===== config.mk =====
export PLATFORM = sky130hd
export DESIGN_NAME = usb_hc_regs
export DESIGN_NICKNAME = d
export VERILOG_FILES = /design/src/rtl/usb_hc_regs_pkg.sv /design/src/rtl/usb_hc_frame_ctr.sv /design/src/rtl/usb_hc_irq.sv /design/src/rtl/usb_hc_rdmux.sv /design/src/rtl/usb_hc_regs.sv
export SDC_FILE = /design/constraint.sdc
export NUM_CORES = 1
export LEC_CHECK = 0
export BUFFER_PORTS_ARGS = -buffer_cell sky130_fd_sc_hd__buf_2
export CORE_ASPECT_RATIO = 0.8
export CORE_MARGIN = 2
export CORE_UTILIZATION = 35
export DETAILED_ROUTE_END_ITERATION = 8
export GPL_TIMING_DRIVEN = 0
export PLACE_DENSITY = 0.65
export SLEW_MARGIN = 20
export SYNTH_ARGS = -nofsm -noshare
export SYNTH_HDL_FRONTEND = slang
export SYNTH_SLANG_ARGS = --single-unit

===== constraint.sdc =====
create_clock -name clk_i -period 2.7 [get_ports clk_i]
set_input_delay 0.54 -clock clk_i [delete_from_list [all_inputs] [get_ports clk_i]]
set_output_delay 0.54 -clock clk_i [all_outputs]
set_load 0.01 [all_outputs]

===== src/rtl/usb_hc_regs_pkg.sv =====
package usb_hc_regs_pkg;
  typedef enum logic [1:0] {SZ_BYTE = 2'd0, SZ_WORD = 2'd1, SZ_DWORD = 2'd2} acc_size_e;

  localparam logic [4:0] OFS_CMD    = 5'h00;
  localparam logic [4:0] OFS_STS    = 5'h02;
  localparam logic [4:0] OFS_IEN    = 5'h04;
  localparam logic [4:0] OFS_FRNUM  = 5'h06;
  localparam logic [4:0] OFS_FLBASE = 5'h08;
  localparam logic [4:0] OFS_SOF    = 5'h0C;

  localparam int CMD_RUN   = 0;
  localparam int CMD_HCRST = 1;
  localparam int CMD_GRST  = 2;
  localparam int CMD_SUSP  = 3;
  localparam int CMD_FRES  = 4;

  localparam int ST_DONE    = 0;
  localparam int ST_TXERR   = 1;
  localparam int ST_RESUME  = 2;
  localparam int ST_SYSERR  = 3;
  localparam int ST_PROCERR = 4;
  localparam int ST_HALT    = 5;
  localparam int ST_W       = 6;
endpackage


===== src/rtl/usb_hc_frame_ctr.sv =====
module usb_hc_frame_ctr #(
  parameter int FRAME_W = 11
) (
  input  logic               clk_i,
  input  logic               rst_ni,
  input  logic               load_i,
  input  logic [FRAME_W-1:0] load_val_i,
  input  logic               adv_i,
  output logic [FRAME_W-1:0] frame_o
);
  logic [FRAME_W-1:0] frame_q;

  always_ff @(posedge clk_i or negedge rst_ni) begin
    if (!rst_ni)     frame_q <= '0;
    else if (load_i) frame_q <= load_val_i;
    else if (adv_i)  frame_q <= frame_q + 1'b1;
  end

  assign frame_o = frame_q;


  frame_adv_chk: assert property (@(posedge clk_i) disable iff (!rst_ni)
    (adv_i && !load_i) |=> frame_q == $past(frame_q) + 1'b1);


  frame_hold_chk: assert property (@(posedge clk_i) disable iff (!rst_ni)
    (!adv_i && !load_i) |=> $stable(frame_q));
endmodule


===== src/rtl/usb_hc_irq.sv =====
module usb_hc_irq
  import usb_hc_regs_pkg::*;
(
  input  logic            clk_i,
  input  logic            rst_ni,
  input  logic [ST_W-1:0] sts_i,
  input  logic [1:0]      cause_i,
  input  logic [3:0]      ien_i,
  output logic            irq_o
);
  logic irq_d, irq_q;

  always_comb begin
    irq_d = (cause_i[0] & ien_i[2]) | (cause_i[1] & ien_i[3]) |
            (sts_i[ST_TXERR] & ien_i[0]) | (sts_i[ST_RESUME] & ien_i[1]) |
            sts_i[ST_SYSERR] | sts_i[ST_PROCERR];
  end

  always_ff @(posedge clk_i or negedge rst_ni) begin
    if (!rst_ni) irq_q <= 1'b0;
    else         irq_q <= irq_d;
  end

  assign irq_o = irq_q;

  // unmaskable error causes
  fatal_irq_chk: assert property (@(posedge clk_i) disable iff (!rst_ni)
    (sts_i[ST_SYSERR] || sts_i[ST_PROCERR]) |=> irq_o);

  // no source, no interrupt
  quiet_irq_chk: assert property (@(posedge clk_i) disable iff (!rst_ni)
    (sts_i[4:1] == 4'b0 && cause_i == 2'b0) |=> !irq_o);
endmodule


===== src/rtl/usb_hc_rdmux.sv =====
module usb_hc_rdmux
  import usb_hc_regs_pkg::*;
#(
  parameter int REG_W    = 16,
  parameter int FRAME_W  = 11,
  parameter int BASE_LSB = 12
) (
  input  logic [1:0]           size_i,
  input  logic [4:0]           ofs_i,
  input  logic [REG_W-1:0]     cmd_i,
  input  logic [ST_W-1:0]      sts_i,
  input  logic [REG_W-1:0]     ien_i,
  input  logic [FRAME_W-1:0]   frame_i,
  input  logic [31:BASE_LSB]   base_i,
  input  logic [7:0]           sof_i,
  output logic [31:0]          rdata_o
);
  logic [15:0] word_v;

  always_comb begin
    case (ofs_i)
      OFS_CMD:   word_v = 16'(cmd_i);
      OFS_STS:   word_v = 16'(sts_i);
      OFS_IEN:   word_v = 16'(ien_i);
      OFS_FRNUM: word_v = 16'(frame_i);
      default:   word_v = 16'hFF7F;
    endcase
  end

  always_comb begin
    case (size_i)
      SZ_BYTE:  rdata_o = {24'h0, (ofs_i == OFS_SOF) ? sof_i : 8'hFF};
      SZ_WORD:  rdata_o = {16'h0, word_v};
      SZ_DWORD: rdata_o = (ofs_i == OFS_FLBASE) ? {base_i, {BASE_LSB{1'b0}}} : 32'hFFFF_FFFF;
      default:  rdata_o = 32'hFFFF_FFFF;
    endcase
  end
endmodule


===== src/rtl/usb_hc_regs.sv =====
module usb_hc_regs
  import usb_hc_regs_pkg::*;
#(
  parameter int          N_PORTS = 2,
  parameter int          ADDR_W  = 16,
  parameter int          FRAME_W = 11,
  parameter logic [7:0]  SOF_RST = 8'd64
) (
  input  logic               clk_i,
  input  logic               rst_ni,
  input  logic               acc_wr_i,
  input  logic [1:0]         acc_size_i,
  input  logic [ADDR_W-1:0]  acc_addr_i,
  input  logic [31:0]        acc_wdata_i,
  output logic [31:0]        acc_rdata_o,
  input  logic               frame_tick_i,
  input  logic [1:0]         frame_irq_i,
  input  logic               txn_err_i,
  input  logic               host_err_i,
  input  logic               proc_err_i,
  input  logic               resume_i,
  output logic               run_o,
  output logic [FRAME_W-1:0] frame_num_o,
  output logic [31:0]        list_base_o,
  output logic [7:0]         sof_timing_o,
  output logic [N_PORTS-1:0] port_bus_reset_o,
  output logic               irq_o
);
  localparam int REG_W    = 16;
  // list holds 2^(FRAME_W-1) four-byte entries
  localparam int BASE_LSB = FRAME_W + 1;

  logic [4:0] ofs;
  logic       unused_addr;
  assign ofs         = acc_addr_i[4:0];
  assign unused_addr = ^acc_addr_i[ADDR_W-1:5];

  logic wr_w, wr_cmd, wr_sts, wr_ien, wr_frn, wr_base, wr_sof;
  logic rst_req, grst_req, run_adv, resume_hit;

  logic [REG_W-1:0]   cmd_q, ien_q;
  logic [ST_W-1:0]    sts_q, sts_d;
  logic [1:0]         cause_q, cause_d;
  logic [31:BASE_LSB] base_q;
  logic [7:0]         sof_q;
  logic [N_PORTS-1:0] bus_rst_q;

  assign wr_w     = acc_wr_i && (acc_size_i == SZ_WORD);
  assign wr_cmd   = wr_w && (ofs == OFS_CMD);
  assign wr_sts   = wr_w && (ofs == OFS_STS);
  assign wr_ien   = wr_w && (ofs == OFS_IEN);
  assign wr_frn   = wr_w && (ofs == OFS_FRNUM);
  assign wr_base  = acc_wr_i && (acc_size_i == SZ_DWORD) && (ofs == OFS_FLBASE);
  assign wr_sof   = acc_wr_i && (acc_size_i == SZ_BYTE) && (ofs == OFS_SOF);
  assign rst_req  = wr_cmd && (acc_wdata_i[CMD_HCRST] || acc_wdata_i[CMD_GRST]);
  assign grst_req = wr_cmd && acc_wdata_i[CMD_GRST];
  assign run_adv  = frame_tick_i && cmd_q[CMD_RUN];
  assign resume_hit = resume_i && cmd_q[CMD_SUSP];

  always_comb begin
    sts_d   = sts_q;
    cause_d = cause_q;
    if (wr_sts) begin
      sts_d = sts_d & ~acc_wdata_i[ST_W-1:0];
      if (acc_wdata_i[ST_DONE]) cause_d = 2'b00;
    end
    if (wr_cmd) begin
      if (acc_wdata_i[CMD_RUN] && !cmd_q[CMD_RUN]) sts_d[ST_HALT] = 1'b0;
      else if (!acc_wdata_i[CMD_RUN])              sts_d[ST_HALT] = 1'b1;
    end
    if (frame_tick_i && !cmd_q[CMD_RUN]) sts_d[ST_HALT] = 1'b1;
    if (run_adv) begin
      cause_d = cause_d | frame_irq_i;
      if (|frame_irq_i) sts_d[ST_DONE] = 1'b1;
    end
    if (txn_err_i)  sts_d[ST_TXERR]   = 1'b1;
    if (host_err_i) sts_d[ST_SYSERR]  = 1'b1;
    if (proc_err_i) sts_d[ST_PROCERR] = 1'b1;
    if (resume_hit) sts_d[ST_RESUME]  = 1'b1;
  end

  always_ff @(posedge clk_i or negedge rst_ni) begin
    if (!rst_ni) begin
      cmd_q   <= '0;
      sts_q   <= '0;
      cause_q <= '0;
      ien_q   <= '0;
      base_q  <= '0;
      sof_q   <= SOF_RST;
    end else if (rst_req) begin
      cmd_q   <= '0;
      sts_q   <= '0;
      cause_q <= '0;
      ien_q   <= '0;
      base_q  <= '0;
      sof_q   <= SOF_RST;
    end else begin
      if (wr_cmd)     cmd_q <= acc_wdata_i[REG_W-1:0];
      if (resume_hit) cmd_q[CMD_FRES] <= 1'b1;
      sts_q   <= sts_d;
      cause_q <= cause_d;
      if (wr_ien)  ien_q  <= acc_wdata_i[REG_W-1:0];
      if (wr_base) base_q <= acc_wdata_i[31:BASE_LSB];
      if (wr_sof)  sof_q  <= acc_wdata_i[7:0];
    end
  end

  always_ff @(posedge clk_i or negedge rst_ni) begin
    if (!rst_ni) bus_rst_q <= '0;
    else         bus_rst_q <= {N_PORTS{grst_req}};
  end

  usb_hc_frame_ctr #(.FRAME_W(FRAME_W)) u_frame (
    .clk_i      (clk_i),
    .rst_ni     (rst_ni),
    .load_i     (wr_frn && sts_q[ST_HALT]),
    .load_val_i (acc_wdata_i[FRAME_W-1:0]),
    .adv_i      (run_adv),
    .frame_o    (frame_num_o)
  );

  usb_hc_irq u_irq (
    .clk_i   (clk_i),
    .rst_ni  (rst_ni),
    .sts_i   (sts_q),
    .cause_i (cause_q),
    .ien_i   (ien_q[3:0]),
    .irq_o   (irq_o)
  );

  usb_hc_rdmux #(.REG_W(REG_W), .FRAME_W(FRAME_W), .BASE_LSB(BASE_LSB)) u_rdmux (
    .size_i  (acc_size_i),
    .ofs_i   (ofs),
    .cmd_i   (cmd_q),
    .sts_i   (sts_q),
    .ien_i   (ien_q),
    .frame_i (frame_num_o),
    .base_i  (base_q),
    .sof_i   (sof_q),
    .rdata_o (acc_rdata_o)
  );

  assign run_o            = cmd_q[CMD_RUN];
  assign list_base_o      = {base_q, {BASE_LSB{1'b0}}};
  assign sof_timing_o     = sof_q;
  assign port_bus_reset_o = bus_rst_q;


  cmd_reset_chk: assert property (@(posedge clk_i) disable iff (!rst_ni)
    rst_req |=> (cmd_q == '0 && ien_q == '0 && sof_q == SOF_RST && base_q == '0));


  bus_rst_src_chk: assert property (@(posedge clk_i) disable iff (!rst_ni)
    (|port_bus_reset_o) |-> $past(grst_req));


  sts_w1c_chk: assert property (@(posedge clk_i) disable iff (!rst_ni)
    (wr_sts && !frame_tick_i && !txn_err_i && !host_err_i && !proc_err_i && !resume_i)
      |=> (sts_q & $past(acc_wdata_i[ST_W-1:0])) == '0);


  run_halt_chk: assert property (@(posedge clk_i) disable iff (!rst_ni)
    (wr_cmd && !rst_req && acc_wdata_i[CMD_RUN] && !cmd_q[CMD_RUN]) |=> (run_o && !sts_q[ST_HALT]));
endmodule


==> impl_metrics.xml, run 1 <==
<?xml version="1.0" encoding="UTF-8"?>
<metrics>
  <group name="layout">
    <metric name="fin_util" unit="%">45.7</metric>
    <metric name="share_of_layout_cells_above_drive_strength_1" unit="%">30.3</metric>
    <metric name="final_nets" unit="">677</metric>
    <metric name="num_antenna_cells" unit="">0</metric>
    <metric name="combined_flip_flop_and_latch_cell_area" unit="µm²">2030</metric>
    <metric name="nFillCells" unit="">1204</metric>
    <metric name="multi_input_area" unit="µm²">2090</metric>
    <metric name="fin_area" unit="µm²">5510</metric>
    <metric name="flow.area_growth_from_synthesis" unit="%">28.5</metric>
  </group>
  <group name="sta">
    <metric name="setup_viol" unit="">0</metric>
    <metric name="timing.setup.tns" unit="ps">0</metric>
    <metric name="final_hold_viol_count" unit="">0</metric>
    <metric name="fin_skew" unit="ps">7.01</metric>
    <metric name="slew-limit-headroom" unit="%">29.2</metric>
    <metric name="worstMarginPinSlew" unit="ps">1050</metric>
    <metric name="maxSlewViolCount" unit="">0</metric>
    <metric name="timing.final.crit_period" unit="ps">2590</metric>
    <metric name="rsz_0062_raised_after_global_routing" unit="">no</metric>
    <metric name="max_freq" unit="GHz">0.386</metric>
    <metric name="worst_hold_slack" unit="ps">139</metric>
    <metric name="timing.final.crit_share" unit="%">96.0</metric>
  </group>
  <group name="logic_synthesis">
    <metric name="commonest_register_cell_after_synthesis" unit="">sky130_fd_sc_hd__dfrtp_1</metric>
    <metric name="synth_seq_area_share" unit="%">47.3</metric>
    <metric name="synth-edff-count" unit="">0</metric>
    <metric name="synthArstFlopShare" unit="%">100</metric>
    <metric name="ys.warnings.count" unit="">0</metric>
    <metric name="syn_std_cell_area" unit="µm²">4290</metric>
    <metric name="syn_avg_cell_area" unit="µm²">9.11</metric>
    <metric name="synth-seq-cells" unit="">81</metric>
    <metric name="yosysUniqueCellTypes" unit="">45</metric>
    <metric name="yosys.area.top_type_share" unit="%">46.7</metric>
    <metric name="synth.area.top_cells" unit="">sky130_fd_sc_hd__dfrtp_1, sky130_fd_sc_hd__mux2i_1, sky130_fd_sc_hd__nor2_1</metric>
    <metric name="netlist.top_cell.by_area" unit="">sky130_fd_sc_hd__dfrtp_1</metric>
    <metric name="synthCells" unit="">471</metric>
  </group>
  <group name="critical_path">
    <metric name="worst-setup-path-type" unit="">primary input to output pin</metric>
    <metric name="r2r_start" unit="">cmd_q[0]</metric>
    <metric name="cp-start-kind" unit="">primary input</metric>
    <metric name="critical_path.startpoint" unit="">acc_addr_i[2]</metric>
    <metric name="worst-endpoint-arrival" unit="ps">2050</metric>
    <metric name="crit_path_max_fanout" unit="">10</metric>
    <metric name="timing.critical_path.buf_inv" unit="">4</metric>
    <metric name="required" unit="ps">2160</metric>
    <metric name="crit_chain" unit="">buf_2 &gt; clkbuf_2 &gt; clkbuf_2 &gt; nand3_1 &gt; o21ai_0 &gt; a211oi_1 &gt; nor3_1 &gt; buf_2</metric>
    <metric name="slowest_stage_cell_on_the_critical_path" unit="">sky130_fd_sc_hd__a211oi_1</metric>
    <metric name="critPathMaxStageDelay" unit="ps">420</metric>
    <metric name="worst_path_dominant_cell_family" unit="">buffers and inverters</metric>
    <metric name="end_kind" unit="">output pin</metric>
  </group>
  <group name="drt">
    <metric name="drt_pre_antenna_iters" unit="">5</metric>
    <metric name="wl_per_cell" unit="µm">17.7</metric>
    <metric name="detail_route.drc_violations" unit="">0</metric>
    <metric name="routed_via_density" unit="">5.37</metric>
    <metric name="num_vias" unit="">4154</metric>
    <metric name="antenna_violating_nets_left" unit="">0</metric>
    <metric name="route.final.wire_length" unit="mm">13.7</metric>
    <metric name="detailedRoute.firstIterationViolations" unit="">311</metric>
  </group>
  <group name="die">
    <metric name="floorplan.die.height" unit="µm">103</metric>
    <metric name="core-area" unit="µm²">12100</metric>
    <metric name="initial_core_util" unit="%">35.5</metric>
    <metric name="die-area" unit="µm²">13200</metric>
    <metric name="num_rows" unit="">36</metric>
    <metric name="die_width" unit="µm">128</metric>
    <metric name="ioPinCount" unit="">147</metric>
  </group>
  <group name="clock_tree">
    <metric name="clockRootBuffer" unit="">sky130_fd_sc_hd__clkbuf_16</metric>
    <metric name="h-tree-depth" unit="">3</metric>
    <metric name="cts_sinks" unit="">81</metric>
    <metric name="cts_made_buffers" unit="">9</metric>
    <metric name="cts_tree" unit="">done</metric>
    <metric name="clock_insertion_delay_worst_skew" unit="ps">340</metric>
    <metric name="worst_setup_hold_path_clk_slew" unit="ps">60</metric>
    <metric name="ctsLongestPathBuffers" unit="">2</metric>
  </group>
  <group name="power">
    <metric name="cellInternalPower" unit="mW">2.26</metric>
    <metric name="sequentialPowerShare" unit="%">45.2</metric>
    <metric name="share_comb_of_total_power" unit="%">15.5</metric>
    <metric name="total_leakage_power" unit="nW">2.67</metric>
    <metric name="swShare" unit="%">27.5</metric>
    <metric name="switching_power" unit="mW">0.856</metric>
    <metric name="power.clock.fraction" unit="%">39.3</metric>
    <metric name="pd_cells" unit="nW/µm²">565</metric>
    <metric name="power.ir.vdd_worst" unit="mV">0.352</metric>
  </group>
  <group name="placed_design">
    <metric name="gpl.final_weighted_congestion" unit="">0.912</metric>
    <metric name="numPortBuffers" unit="">122</metric>
    <metric name="dpl_cell_area" unit="µm²">5160</metric>
    <metric name="dp.final_hpwl" unit="mm">10.2</metric>
  </group>
  <group name="global_routing">
    <metric name="grt_pass1_vias" unit="">3849</metric>
    <metric name="grt_usage" unit="%">21.0</metric>
    <metric name="grt_first_pass_wirelength" unit="mm">21.2</metric>
    <metric name="grt-ovfl-total" unit="">0</metric>
    <metric name="grt_start_max_net_pins" unit="">51</metric>
    <metric name="grt_antenna_before_repair" unit="">0</metric>
  </group>
  <group name="run_status">
    <metric name="outcome" unit="">finished clean</metric>
  </group>
  <group name="hold_path">
    <metric name="hp-class" unit="">primary input to asynchronous set/reset pin</metric>
  </group>
  <group name="flow_run">
    <metric name="max_cap_viol_count" unit="">0</metric>
  </group>
</metrics>
synthesized netlist by cell type, types with 3 or more instances:
cell type / number
sky130_fd_sc_hd__a211oi_1: 8
sky130_fd_sc_hd__and3_1: 3
sky130_fd_sc_hd__dfrtp_1: 80
sky130_fd_sc_hd__nand4_1: 8
sky130_fd_sc_hd__or3_1: 3
sky130_fd_sc_hd__mux2i_1: 26
sky130_fd_sc_hd__mux2_2: 4
sky130_fd_sc_hd__a22o_1: 29
sky130_fd_sc_hd__nand2b_1: 3
sky130_fd_sc_hd__buf_2: 3
sky130_fd_sc_hd__nor2_2: 7
sky130_fd_sc_hd__buf_4: 14
sky130_fd_sc_hd__o21ai_0: 40
sky130_fd_sc_hd__xnor2_1: 9
sky130_fd_sc_hd__inv_1: 4
sky130_fd_sc_hd__nand2_1: 66
sky130_fd_sc_hd__nor3_1: 11
sky130_fd_sc_hd__clkbuf_1: 25
sky130_fd_sc_hd__a22oi_1: 3
sky130_fd_sc_hd__nor2_1: 68
sky130_fd_sc_hd__nand3_1: 13
sky130_fd_sc_hd__a21oi_1: 16
metrics by stage:
| step | std cells | worst slack [ps] | total power [mW] |
|---|---|---|---|
| floorplan | 482 | 248 | 1.66 |
| global placement | 756 | -359 | 1.88 |
| detailed placement | 757 | -395 | 1.90 |
| CTS | 772 | 21.9 | 3.13 |
| global route | 773 | 26.1 | 3.24 |
| finish | 773 | 109 | 3.11 |
flip-flops by register name, summed over array words and instances, names as in the netlist:
signal,flops
base_q,20
cmd_q,16
ien_q,16
u_frame.frame_o,11
sof_timing_o,8
sts_q,6
cause_q,2
port_bus_reset_o,1
u_irq.irq_o,1
layer usage:
metal	wire (µm)	track usage [%]
met1	6210	29.8
met2	6260	32.1
met3	980	4.93
met4	210	6.34
met5	0	0
area by class of cell:
class / instances / share of cell area [%]
multi-input combinational: 353 / 37.9
sequential: 81 / 36.8
timing repair buffer: 124 / 11.8
buffer: 43 / 4.45
clock buffer: 10 / 4.33
tap: 152 / 3.45
clock inverter: 6 / 1.04
inverter: 4 / 0.272
power groups by stage:
stage / Clock (mW) / Sequential, mW / Combinational (mW)
finish: 1.23 / 1.41 / 0.482
CTS: 1.24 / 1.41 / 0.481
detailed placement: 0 / 1.43 / 0.476
global placement: 0 / 1.42 / 0.459
floorplan: 0 / 1.43 / 0.229
global route: 1.28 / 1.42 / 0.536
worst paths after layout:
kind                                            to  slack, ps  depth (start not counted)
worst max-delay path                acc_rdata_o[5]        110                          8
worst max register to register  u_frame.frame_o[7]        870                          5
max in group asynchronous          sof_timing_o[6]       1910                          2
worst min-delay path                   u_irq.irq_o        140                          1
worst min register to register            cmd_q[6]        490                          2
min in group clk_i                      base_q[25]        420                          2
cell usage in the layout (no fill, tap or decap), types with 9 or more instances in the layout:
cell	count
sky130_fd_sc_hd__o21ai_0	39
sky130_fd_sc_hd__clkbuf_1	16
sky130_fd_sc_hd__mux2i_1	26
sky130_fd_sc_hd__clkbuf_16	9
sky130_fd_sc_hd__a22o_1	29
sky130_fd_sc_hd__nor3_1	10
sky130_fd_sc_hd__nand2_1	66
sky130_fd_sc_hd__a21oi_1	16
sky130_fd_sc_hd__xnor2_1	9
sky130_fd_sc_hd__conb_1	12
sky130_fd_sc_hd__dfrtp_1	80
sky130_fd_sc_hd__buf_2	124
sky130_fd_sc_hd__buf_4	16
sky130_fd_sc_hd__nor2_1	66
sky130_fd_sc_hd__nand3_1	13
logic make-up after synthesis:
kind of cell    Yosys count  share of synthesized area (%)
compound gates          101                           15.4
xor+xnor                 10                           2.04
fa+ha+maj                 1                          0.292
buf+inv                  48                           5.86
flops                    81                           47.3
mux                      31                           7.64
other cells               1                         0.0874
simple gates            198                           21.4
worst register-to-register path, cell delays in order, from the launching register on:
cell	delay, ps
sky130_fd_sc_hd__dfrtp_1	370
sky130_fd_sc_hd__clkbuf_1	360
sky130_fd_sc_hd__nand3_1	380
sky130_fd_sc_hd__nor3_1	340
sky130_fd_sc_hd__xnor2_1	150
sky130_fd_sc_hd__o21ai_0	90
timing repair:
| item | CTS | global route |
|---|---|---|
| setup buffers | 0 | 1 |
| resized for setup | 13 | 7 |
| endpoints found under the setup margin | 32 | 20 |
| pin swaps | 1 | 1 |
| hold buffers | 0 | 0 |
Power figures use the tool's default switching activity.
==> run 2, diff against run 1 <==
--- a/config.mk
+++ b/config.mk
@@ -11,8 +11,9 @@
 export CORE_UTILIZATION = 35
 export DETAILED_ROUTE_END_ITERATION = 8
 export GPL_TIMING_DRIVEN = 0
-export PLACE_DENSITY = 0.65
+export PLACE_DENSITY = 0.64
 export SLEW_MARGIN = 20
 export SYNTH_ARGS = -nofsm -noshare
 export SYNTH_HDL_FRONTEND = slang
+export SYNTH_HIERARCHICAL = 1
 export SYNTH_SLANG_ARGS = --single-unit
==> impl_metrics.xml, run 2 <==
<?xml version="1.0" encoding="UTF-8"?>
<metrics>
  <group name="run_status">
    <metric name="outcome" unit="">finished clean</metric>
  </group>
  <group name="die">
    <metric name="core-area" unit="µm²">14200</metric>
    <metric name="die_width" unit="µm">138</metric>
    <metric name="die-area" unit="µm²">15300</metric>
    <metric name="num_rows" unit="">39</metric>
    <metric name="ioPinCount" unit="">147</metric>
    <metric name="floorplan.die.height" unit="µm">111</metric>
    <metric name="initial_core_util" unit="%">35.4</metric>
  </group>
  <group name="logic_synthesis">
    <metric name="netlist.top_cell.by_area" unit="">sky130_fd_sc_hd__dfrtp_1</metric>
    <metric name="synthCells" unit="">527</metric>
    <metric name="synth.area.top_cells" unit="">sky130_fd_sc_hd__dfrtp_1, sky130_fd_sc_hd__o31ai_1, sky130_fd_sc_hd__nand4_1</metric>
    <metric name="synth_compound_area_share" unit="%">28.5</metric>
    <metric name="yosys.area.top_type_share" unit="%">40.0</metric>
    <metric name="synth-seq-cells" unit="">81</metric>
    <metric name="combinational_family_with_the_most_area_after_synthesis" unit="">compound AO/OA/AOI/OAI gates</metric>
    <metric name="yosysUniqueCellTypes" unit="">68</metric>
    <metric name="yosys-mux-area-fraction" unit="%">4.85</metric>
    <metric name="synthArstFlopShare" unit="%">100</metric>
    <metric name="post_synth_most_frequent_cells" unit="">sky130_fd_sc_hd__dfrtp_1, sky130_fd_sc_hd__a21oi_1, sky130_fd_sc_hd__o31ai_1</metric>
    <metric name="ys.warnings.count" unit="">6</metric>
    <metric name="yosys.area_share.xor_xnor" unit="%">0.699</metric>
    <metric name="syn_std_cell_area" unit="µm²">5010</metric>
    <metric name="synth-edff-count" unit="">0</metric>
    <metric name="post_synth_fa_ha_maj_area_fraction" unit="%">0.250</metric>
    <metric name="synth_seq_area_share" unit="%">40.5</metric>
    <metric name="yosys.area_share.simple" unit="%">16.4</metric>
    <metric name="yosysMostFrequentCell" unit="">sky130_fd_sc_hd__dfrtp_1</metric>
    <metric name="syn_avg_cell_area" unit="µm²">9.50</metric>
    <metric name="commonest_register_cell_after_synthesis" unit="">sky130_fd_sc_hd__dfrtp_1</metric>
  </group>
  <group name="drt">
    <metric name="drt_pre_antenna_iters" unit="">6</metric>
    <metric name="detailedRoute.firstIterationViolations" unit="">625</metric>
    <metric name="routed_via_density" unit="">5.98</metric>
    <metric name="wl_per_cell" unit="µm">20.5</metric>
    <metric name="met2_length" unit="mm">7.81</metric>
    <metric name="top_layer" unit="">met4</metric>
    <metric name="num_vias" unit="">5136</metric>
    <metric name="routed-wl-met3" unit="mm">1.36</metric>
    <metric name="route.final.wire_length" unit="mm">17.6</metric>
    <metric name="detail_route.drc_violations" unit="">0</metric>
    <metric name="route.layer.met1.wl" unit="mm">8.05</metric>
    <metric name="antenna_violating_nets_left" unit="">0</metric>
  </group>
  <group name="sta">
    <metric name="rsz_0062_raised_after_global_routing" unit="">no</metric>
    <metric name="worst_hold_slack" unit="ps">112</metric>
    <metric name="maxSlewViolCount" unit="">0</metric>
    <metric name="slew-limit-headroom" unit="%">25.4</metric>
    <metric name="fin_skew" unit="ps">10.3</metric>
    <metric name="setup_viol" unit="">0</metric>
    <metric name="max_freq" unit="GHz">0.394</metric>
    <metric name="timing.final.crit_period" unit="ps">2540</metric>
    <metric name="worstMarginPinSlew" unit="ps">1110</metric>
    <metric name="final_hold_viol_count" unit="">0</metric>
    <metric name="timing.final.crit_share" unit="%">93.9</metric>
  </group>
  <group name="critical_path">
    <metric name="r2r.worst_path.cells" unit="">5</metric>
    <metric name="crit_chain" unit="">buf_2 &gt; or4bb_1 &gt; clkbuf_1 &gt; nor3_2 &gt; clkbuf_2 &gt; inv_1 &gt; o311a_1 &gt; a221o_1</metric>
    <metric name="r2r_start" unit="">cmd_q[0]</metric>
    <metric name="worst-setup-path-type" unit="">primary input to flop</metric>
    <metric name="critPathMaxStageDelay" unit="ps">520</metric>
    <metric name="slowest_stage_cell_on_the_critical_path" unit="">sky130_fd_sc_hd__or4bb_1</metric>
    <metric name="end_kind" unit="">flop</metric>
    <metric name="rrSetupSlack" unit="ps">850</metric>
    <metric name="critical_path.startpoint" unit="">acc_addr_i[4]</metric>
    <metric name="crit_path_max_fanout" unit="">17</metric>
    <metric name="cp-start-kind" unit="">primary input</metric>
    <metric name="required" unit="ps">2920</metric>
    <metric name="reg2reg_to" unit="">u_frame/frame_o[10]</metric>
    <metric name="worst-endpoint-arrival" unit="ps">2760</metric>
  </group>
  <group name="clock_tree">
    <metric name="post-cts-setup-buffers" unit="">0</metric>
    <metric name="cts_tree" unit="">done</metric>
    <metric name="ctsLongestPathBuffers" unit="">2</metric>
    <metric name="worst_setup_hold_path_clk_slew" unit="ps">60</metric>
    <metric name="cts_sinks" unit="">81</metric>
    <metric name="clockRootBuffer" unit="">sky130_fd_sc_hd__clkbuf_16</metric>
    <metric name="cts_made_buffers" unit="">9</metric>
    <metric name="clock_insertion_delay_worst_skew" unit="ps">350</metric>
    <metric name="h-tree-depth" unit="">3</metric>
  </group>
  <group name="global_routing">
    <metric name="grt_first_pass_wirelength" unit="mm">27.5</metric>
    <metric name="grt_usage" unit="%">23.3</metric>
    <metric name="grt-ovfl-total" unit="">0</metric>
    <metric name="grt_pass1_vias" unit="">4905</metric>
    <metric name="grt_start_max_net_pins" unit="">55</metric>
    <metric name="grt_antenna_before_repair" unit="">0</metric>
  </group>
  <group name="hold_path">
    <metric name="hp-class" unit="">primary input to asynchronous set/reset pin</metric>
  </group>
  <group name="placed_design">
    <metric name="gpl.final_weighted_congestion" unit="">0.913</metric>
    <metric name="dp.final_hpwl" unit="mm">13.0</metric>
    <metric name="numPortBuffers" unit="">123</metric>
  </group>
  <group name="layout">
    <metric name="nFillCells" unit="">1420</metric>
    <metric name="largest_reg_flops" unit="">20</metric>
    <metric name="layout_common_cells" unit="">sky130_fd_sc_hd__buf_2, sky130_fd_sc_hd__dfrtp_1, sky130_fd_sc_hd__a21oi_1</metric>
    <metric name="final_nets" unit="">731</metric>
    <metric name="share_of_layout_cells_above_drive_strength_1" unit="%">29.9</metric>
    <metric name="num_antenna_cells" unit="">0</metric>
    <metric name="most_common_cell_after_layout_fill_and_taps_aside" unit="">sky130_fd_sc_hd__buf_2</metric>
    <metric name="flow.area_growth_from_synthesis" unit="%">24.9</metric>
    <metric name="biggestRegsByFlops" unit="">base_q x20, cmd_q x16, ien_q x16</metric>
    <metric name="regMostFlops" unit="">base_q</metric>
  </group>
  <group name="power">
    <metric name="pd_cells" unit="nW/µm²">566</metric>
    <metric name="total_leakage_power" unit="nW">2.76</metric>
    <metric name="power" unit="mW">3.54</metric>
    <metric name="power.ir.vdd_worst" unit="mV">0.289</metric>
  </group>
  <group name="flow_run">
    <metric name="max_cap_viol_count" unit="">0</metric>
  </group>
</metrics>
==> run 2: logic make-up (layout without fill, tap and decap cells) <==
logic type | Yosys count | in the layout
AO/OA/AOI/OAI | 206 | 206
AND/OR/NAND/NOR | 125 | 125
buffers and inverters | 93 | 230
flip-flops | 81 | 81
multiplexers | 16 | 16
XOR/XNOR | 4 | 4
adder cells (fa/ha/maj) | 1 | 1
other | 1 | 12
==> run 2: cell type report <==
cell class	count	area, µm²	area share (%)
clock inverter	4	75.1	1.20
multi-input combinational	364	2590	41.4
tap	184	230	3.68
inverter	26	97.6	1.56
clock buffer	12	256	4.10
sequential	81	2030	32.4
timing repair buffer	124	646	10.3
buffer	64	335	5.36
==> run 2: through the flow <==
step | setup TNS, ps | utilization, % | cell area, µm² | std cells | worst slack [ps]
global placement | -3330 | 41.7 | 5900 | 845 | -450
CTS | 0 | 44.2 | 6260 | 862 | 14.9
floorplan | 0 | - | 5050 | 538 | 177
detailed placement | -3940 | 41.9 | 5930 | 846 | -498
finish | 0 | 44.2 | 6260 | 859 | 164
global route | 0 | 44.2 | 6260 | 859 | 9.15
==> run 2: worst max-delay path by stage <==
stage                               endpoint  depth (start not counted)
after detailed placement  u_frame/frame_o[7]                          9
after global placement    u_frame/frame_o[7]                          9
after CTS                 u_frame/frame_o[7]                          9
final                     u_frame/frame_o[7]                          8
after floorplan           u_frame/frame_o[7]                          8
after global routing      u_frame/frame_o[7]                          8
==> run 2: timing repair <==
action / CTS / global route
resized for setup: 1 / 7
gates cloned: 0 / 0
hold buffers: 0 / 0
endpoints found under the setup margin: 4 / 11
==> run 2: per-layer routing <==
layer | global-route usage [%] | vias up
li1 | - | 2311
met1 | 35.1 | 2540
met2 | 33.6 | 247
met3 | 4.53 | 38
met4 | 7.14 | 0
met5 | 0 | -
==> run 2: where the power goes <==
part	total [mW]	switching, mW	leakage [nW]	internal, mW
clock network	1.37	0.506	0.155	0.861
registers	1.48	0.135	1.06	1.35
logic	0.694	0.399	1.54	0.295
==> run 2: critical path: cells and delay by family <==
family / cells / cell delay, ps
AO/OA/AOI/OAI: 2 / 400
buffers and inverters: 4 / 970
AND/OR/NAND/NOR: 2 / 830
==> run 3, diff against run 2 <==
--- a/config.mk
+++ b/config.mk
@@ -5,6 +5,7 @@
 export SDC_FILE = /design/constraint.sdc
 export NUM_CORES = 1
 export LEC_CHECK = 0
+export ABC_AREA = 1
 export BUFFER_PORTS_ARGS = -buffer_cell sky130_fd_sc_hd__buf_2
 export CORE_ASPECT_RATIO = 0.8
 export CORE_MARGIN = 2
==> constraint.sdc (replaced) <==
create_clock -name clk_i -period 3.2 [get_ports clk_i]
set_input_delay 0.64 -clock clk_i [delete_from_list [all_inputs] [get_ports clk_i]]
set_output_delay 0.64 -clock clk_i [all_outputs]
set_load 0.01 [all_outputs]
==> impl_metrics.xml, run 3 <==
<?xml version="1.0" encoding="UTF-8"?>
<metrics>
  <group name="clock_tree">
    <metric name="cts_tree" unit="">done</metric>
    <metric name="clockRootBuffer" unit="">sky130_fd_sc_hd__clkbuf_16</metric>
    <metric name="h-tree-depth" unit="">3</metric>
    <metric name="post-cts-setup-buffers" unit="">0</metric>
    <metric name="worst_setup_hold_path_clk_slew" unit="ps">60</metric>
    <metric name="cts_made_buffers" unit="">9</metric>
    <metric name="clock_insertion_delay_worst_skew" unit="ps">350</metric>
    <metric name="ctsLongestPathBuffers" unit="">2</metric>
    <metric name="total_of_cells_resized_after_clock_tree_synthesis" unit="">0</metric>
    <metric name="cts_hold_repair.buffers" unit="">0</metric>
    <metric name="cts_sinks" unit="">81</metric>
  </group>
  <group name="critical_path">
    <metric name="reg2reg_to" unit="">u_frame/frame_o[3]</metric>
    <metric name="timing.critical_path.buf_inv" unit="">4</metric>
    <metric name="worst_path_dominant_cell_family" unit="">simple AND/OR/NAND/NOR gates</metric>
    <metric name="slowest_stage_cell_on_the_critical_path" unit="">sky130_fd_sc_hd__nor4_1</metric>
    <metric name="critPathMaxStageDelay" unit="ps">410</metric>
    <metric name="r2r.worst_path.cells" unit="">6</metric>
    <metric name="end_kind" unit="">output pin</metric>
    <metric name="cp-start-kind" unit="">primary input</metric>
    <metric name="worst-endpoint-arrival" unit="ps">2200</metric>
    <metric name="crit_path_max_fanout" unit="">9</metric>
    <metric name="worst-setup-path-type" unit="">primary input to output pin</metric>
    <metric name="r2r_start" unit="">sts_q[5]</metric>
    <metric name="rrSetupSlack" unit="ps">1720</metric>
    <metric name="crit_chain" unit="">buf_2 &gt; inv_1 &gt; nor2_4 &gt; inv_1 &gt; nor4_1 &gt; nand2_1 &gt; nand2_1 &gt; buf_2</metric>
    <metric name="required" unit="ps">2560</metric>
  </group>
  <group name="global_routing">
    <metric name="grt-ovfl-total" unit="">0</metric>
    <metric name="grt_first_pass_wirelength" unit="mm">25.1</metric>
    <metric name="grt_pass1_vias" unit="">4613</metric>
    <metric name="grt_usage" unit="%">22.2</metric>
    <metric name="grt_antenna_before_repair" unit="">0</metric>
    <metric name="grt_start_max_net_pins" unit="">48</metric>
  </group>
  <group name="logic_synthesis">
    <metric name="synthCells" unit="">673</metric>
    <metric name="ys.warnings.count" unit="">6</metric>
    <metric name="post_synth_most_frequent_cells" unit="">sky130_fd_sc_hd__nand2_1, sky130_fd_sc_hd__nand3_1, sky130_fd_sc_hd__dfrtp_1</metric>
    <metric name="syn_avg_cell_area" unit="µm²">7.22</metric>
    <metric name="commonest_register_cell_after_synthesis" unit="">sky130_fd_sc_hd__dfrtp_1</metric>
    <metric name="syn_std_cell_area" unit="µm²">4860</metric>
    <metric name="synth-seq-cells" unit="">81</metric>
    <metric name="yosysMostFrequentCell" unit="">sky130_fd_sc_hd__nand2_1</metric>
    <metric name="synth-edff-count" unit="">0</metric>
    <metric name="yosys.area.top_type_share" unit="%">41.2</metric>
    <metric name="yosysUniqueCellTypes" unit="">32</metric>
    <metric name="synthArstFlopShare" unit="%">100</metric>
    <metric name="synth.area.top_cells" unit="">sky130_fd_sc_hd__dfrtp_1, sky130_fd_sc_hd__nand2_1, sky130_fd_sc_hd__nand3_1</metric>
    <metric name="netlist.top_cell.by_area" unit="">sky130_fd_sc_hd__dfrtp_1</metric>
    <metric name="synth_seq_area_share" unit="%">41.8</metric>
  </group>
  <group name="layout">
    <metric name="fin_area" unit="µm²">6070</metric>
    <metric name="regMostFlops" unit="">base_q</metric>
    <metric name="final_nets" unit="">880</metric>
    <metric name="largest_reg_flops" unit="">20</metric>
    <metric name="layout_common_cells" unit="">sky130_fd_sc_hd__nand2_1, sky130_fd_sc_hd__buf_2, sky130_fd_sc_hd__nand3_1</metric>
    <metric name="share_of_layout_cells_above_drive_strength_1" unit="%">23.9</metric>
    <metric name="biggestRegsByFlops" unit="">base_q x20, cmd_q x16, ien_q x16</metric>
    <metric name="num_antenna_cells" unit="">0</metric>
    <metric name="flow.area_growth_from_synthesis" unit="%">24.9</metric>
    <metric name="most_common_cell_after_layout_fill_and_taps_aside" unit="">sky130_fd_sc_hd__nand2_1</metric>
  </group>
  <group name="drt">
    <metric name="detailedRoute.firstIterationViolations" unit="">457</metric>
    <metric name="drt_pre_antenna_iters" unit="">7</metric>
    <metric name="detail_route.drc_violations" unit="">0</metric>
    <metric name="antenna_violating_nets_left" unit="">0</metric>
    <metric name="routed_via_density" unit="">5.08</metric>
    <metric name="wl_per_cell" unit="µm">15.9</metric>
    <metric name="num_vias" unit="">5097</metric>
    <metric name="route.final.wire_length" unit="mm">16.0</metric>
  </group>
  <group name="die">
    <metric name="core-area" unit="µm²">13600</metric>
    <metric name="ioPinCount" unit="">147</metric>
    <metric name="die_width" unit="µm">136</metric>
    <metric name="initial_core_util" unit="%">35.8</metric>
    <metric name="die-area" unit="µm²">14800</metric>
    <metric name="floorplan.die.height" unit="µm">109</metric>
    <metric name="num_rows" unit="">38</metric>
  </group>
  <group name="placed_design">
    <metric name="dpl_cell_area" unit="µm²">5770</metric>
    <metric name="numPortBuffers" unit="">123</metric>
    <metric name="dp.final_hpwl" unit="mm">12.0</metric>
    <metric name="gpl.final_weighted_congestion" unit="">0.905</metric>
  </group>
  <group name="sta">
    <metric name="rsz_0062_raised_after_global_routing" unit="">no</metric>
    <metric name="final_hold_viol_count" unit="">0</metric>
    <metric name="setup_viol" unit="">0</metric>
    <metric name="timing.setup.tns" unit="ps">0</metric>
    <metric name="maxSlewViolCount" unit="">0</metric>
    <metric name="fin_skew" unit="ps">5.82</metric>
    <metric name="timing.final.crit_share" unit="%">88.9</metric>
    <metric name="timing.final.crit_period" unit="ps">2840</metric>
    <metric name="worstMarginPinSlew" unit="ps">650</metric>
    <metric name="max_freq" unit="GHz">0.352</metric>
    <metric name="slew-limit-headroom" unit="%">56.4</metric>
  </group>
  <group name="power">
    <metric name="pd_cells" unit="nW/µm²">477</metric>
    <metric name="total_leakage_power" unit="nW">3.16</metric>
    <metric name="power.ir.vdd_worst" unit="mV">0.338</metric>
  </group>
  <group name="run_status">
    <metric name="outcome" unit="">finished clean</metric>
  </group>
  <group name="flow_run">
    <metric name="max_cap_viol_count" unit="">0</metric>
  </group>
  <group name="hold_path">
    <metric name="hp-class" unit="">primary input to asynchronous set/reset pin</metric>
  </group>
</metrics>
-- run 3: routing by layer --
metal | global-route usage, % | up-vias | routed length (µm)
met3 | 5.30 | 13 | 1440
met5 | 0 | - | 0
met1 | 32.4 | 2401 | 7430
li1 | - | 2472 | -
met4 | 5.80 | 0 | 200
met2 | 33.0 | 211 | 6940
-- run 3: worst max path at each step --
stage                   from        endpoint  depth (start not counted)
2_1_floorplan  acc_addr_i[1]  acc_rdata_o[7]                          8
6_report       acc_size_i[0]  acc_rdata_o[7]                          8
5_1_grt        acc_size_i[0]  acc_rdata_o[7]                          8
3_5_place_dp   acc_size_i[0]  acc_rdata_o[7]                          8
3_3_place_gp   acc_size_i[0]  acc_rdata_o[7]                          8
4_1_cts        acc_size_i[0]  acc_rdata_o[7]                          8
-- run 3: report_power, final --
part,total [mW],leakage (nW),internal (mW),switching [mW]
sequential,1.27,1.06,1.14,0.133
combinational,0.571,1.96,0.224,0.347
clock,1.05,0.150,0.625,0.425
total,2.89,3.16,1.99,0.905
-- run 3: kinds of logic after synthesis --
logic type / after synthesis / share of synthesized area, %
and+or+nand+nor: 406 / 38.2
buffers and inverters: 102 / 10.1
DFF: 81 / 41.8
AOI/OAI and AO/OA: 79 / 9.04
xor gates and xnor gates: 3 / 0.541
adders and majority gates: 1 / 0.258
other: 1 / 0.0772
-- run 3: area by class of cell --
class | instances | area [µm²]
Multi-Input combinational cell | 501 | 2380
Clock inverter | 5 | 53.8
Tap cell | 180 | 225
Inverter | 65 | 246
Fill cell | 1412 | 7480
Buffer | 37 | 244
Sequential cell | 81 | 2030
Clock buffer | 11 | 243
Timing Repair Buffer | 124 | 646
-- run 3: worst reg2reg max path, cell delays in order, from the launching register on --
cell and delay (ps):
sky130_fd_sc_hd__dfrtp_1 390, sky130_fd_sc_hd__nand2_1 70, sky130_fd_sc_hd__nor2_1 200, sky130_fd_sc_hd__buf_2 300, sky130_fd_sc_hd__nor2_4 130, sky130_fd_sc_hd__a22oi_1 140
sky130_fd_sc_hd__o21ai_0 130
-- run 3: stage by stage --
stage	power (mW)	hold WS (ps)	util, %	worst slack [ps]	instances
global route	3.04	288	44.8	157	1004
finish	2.89	261	44.8	356	1004
CTS	2.92	267	44.8	405	1004
floorplan	1.58	344	-	1070	684
detailed placement	1.86	465	42.6	412	988
global placement	1.85	465	42.4	410	987
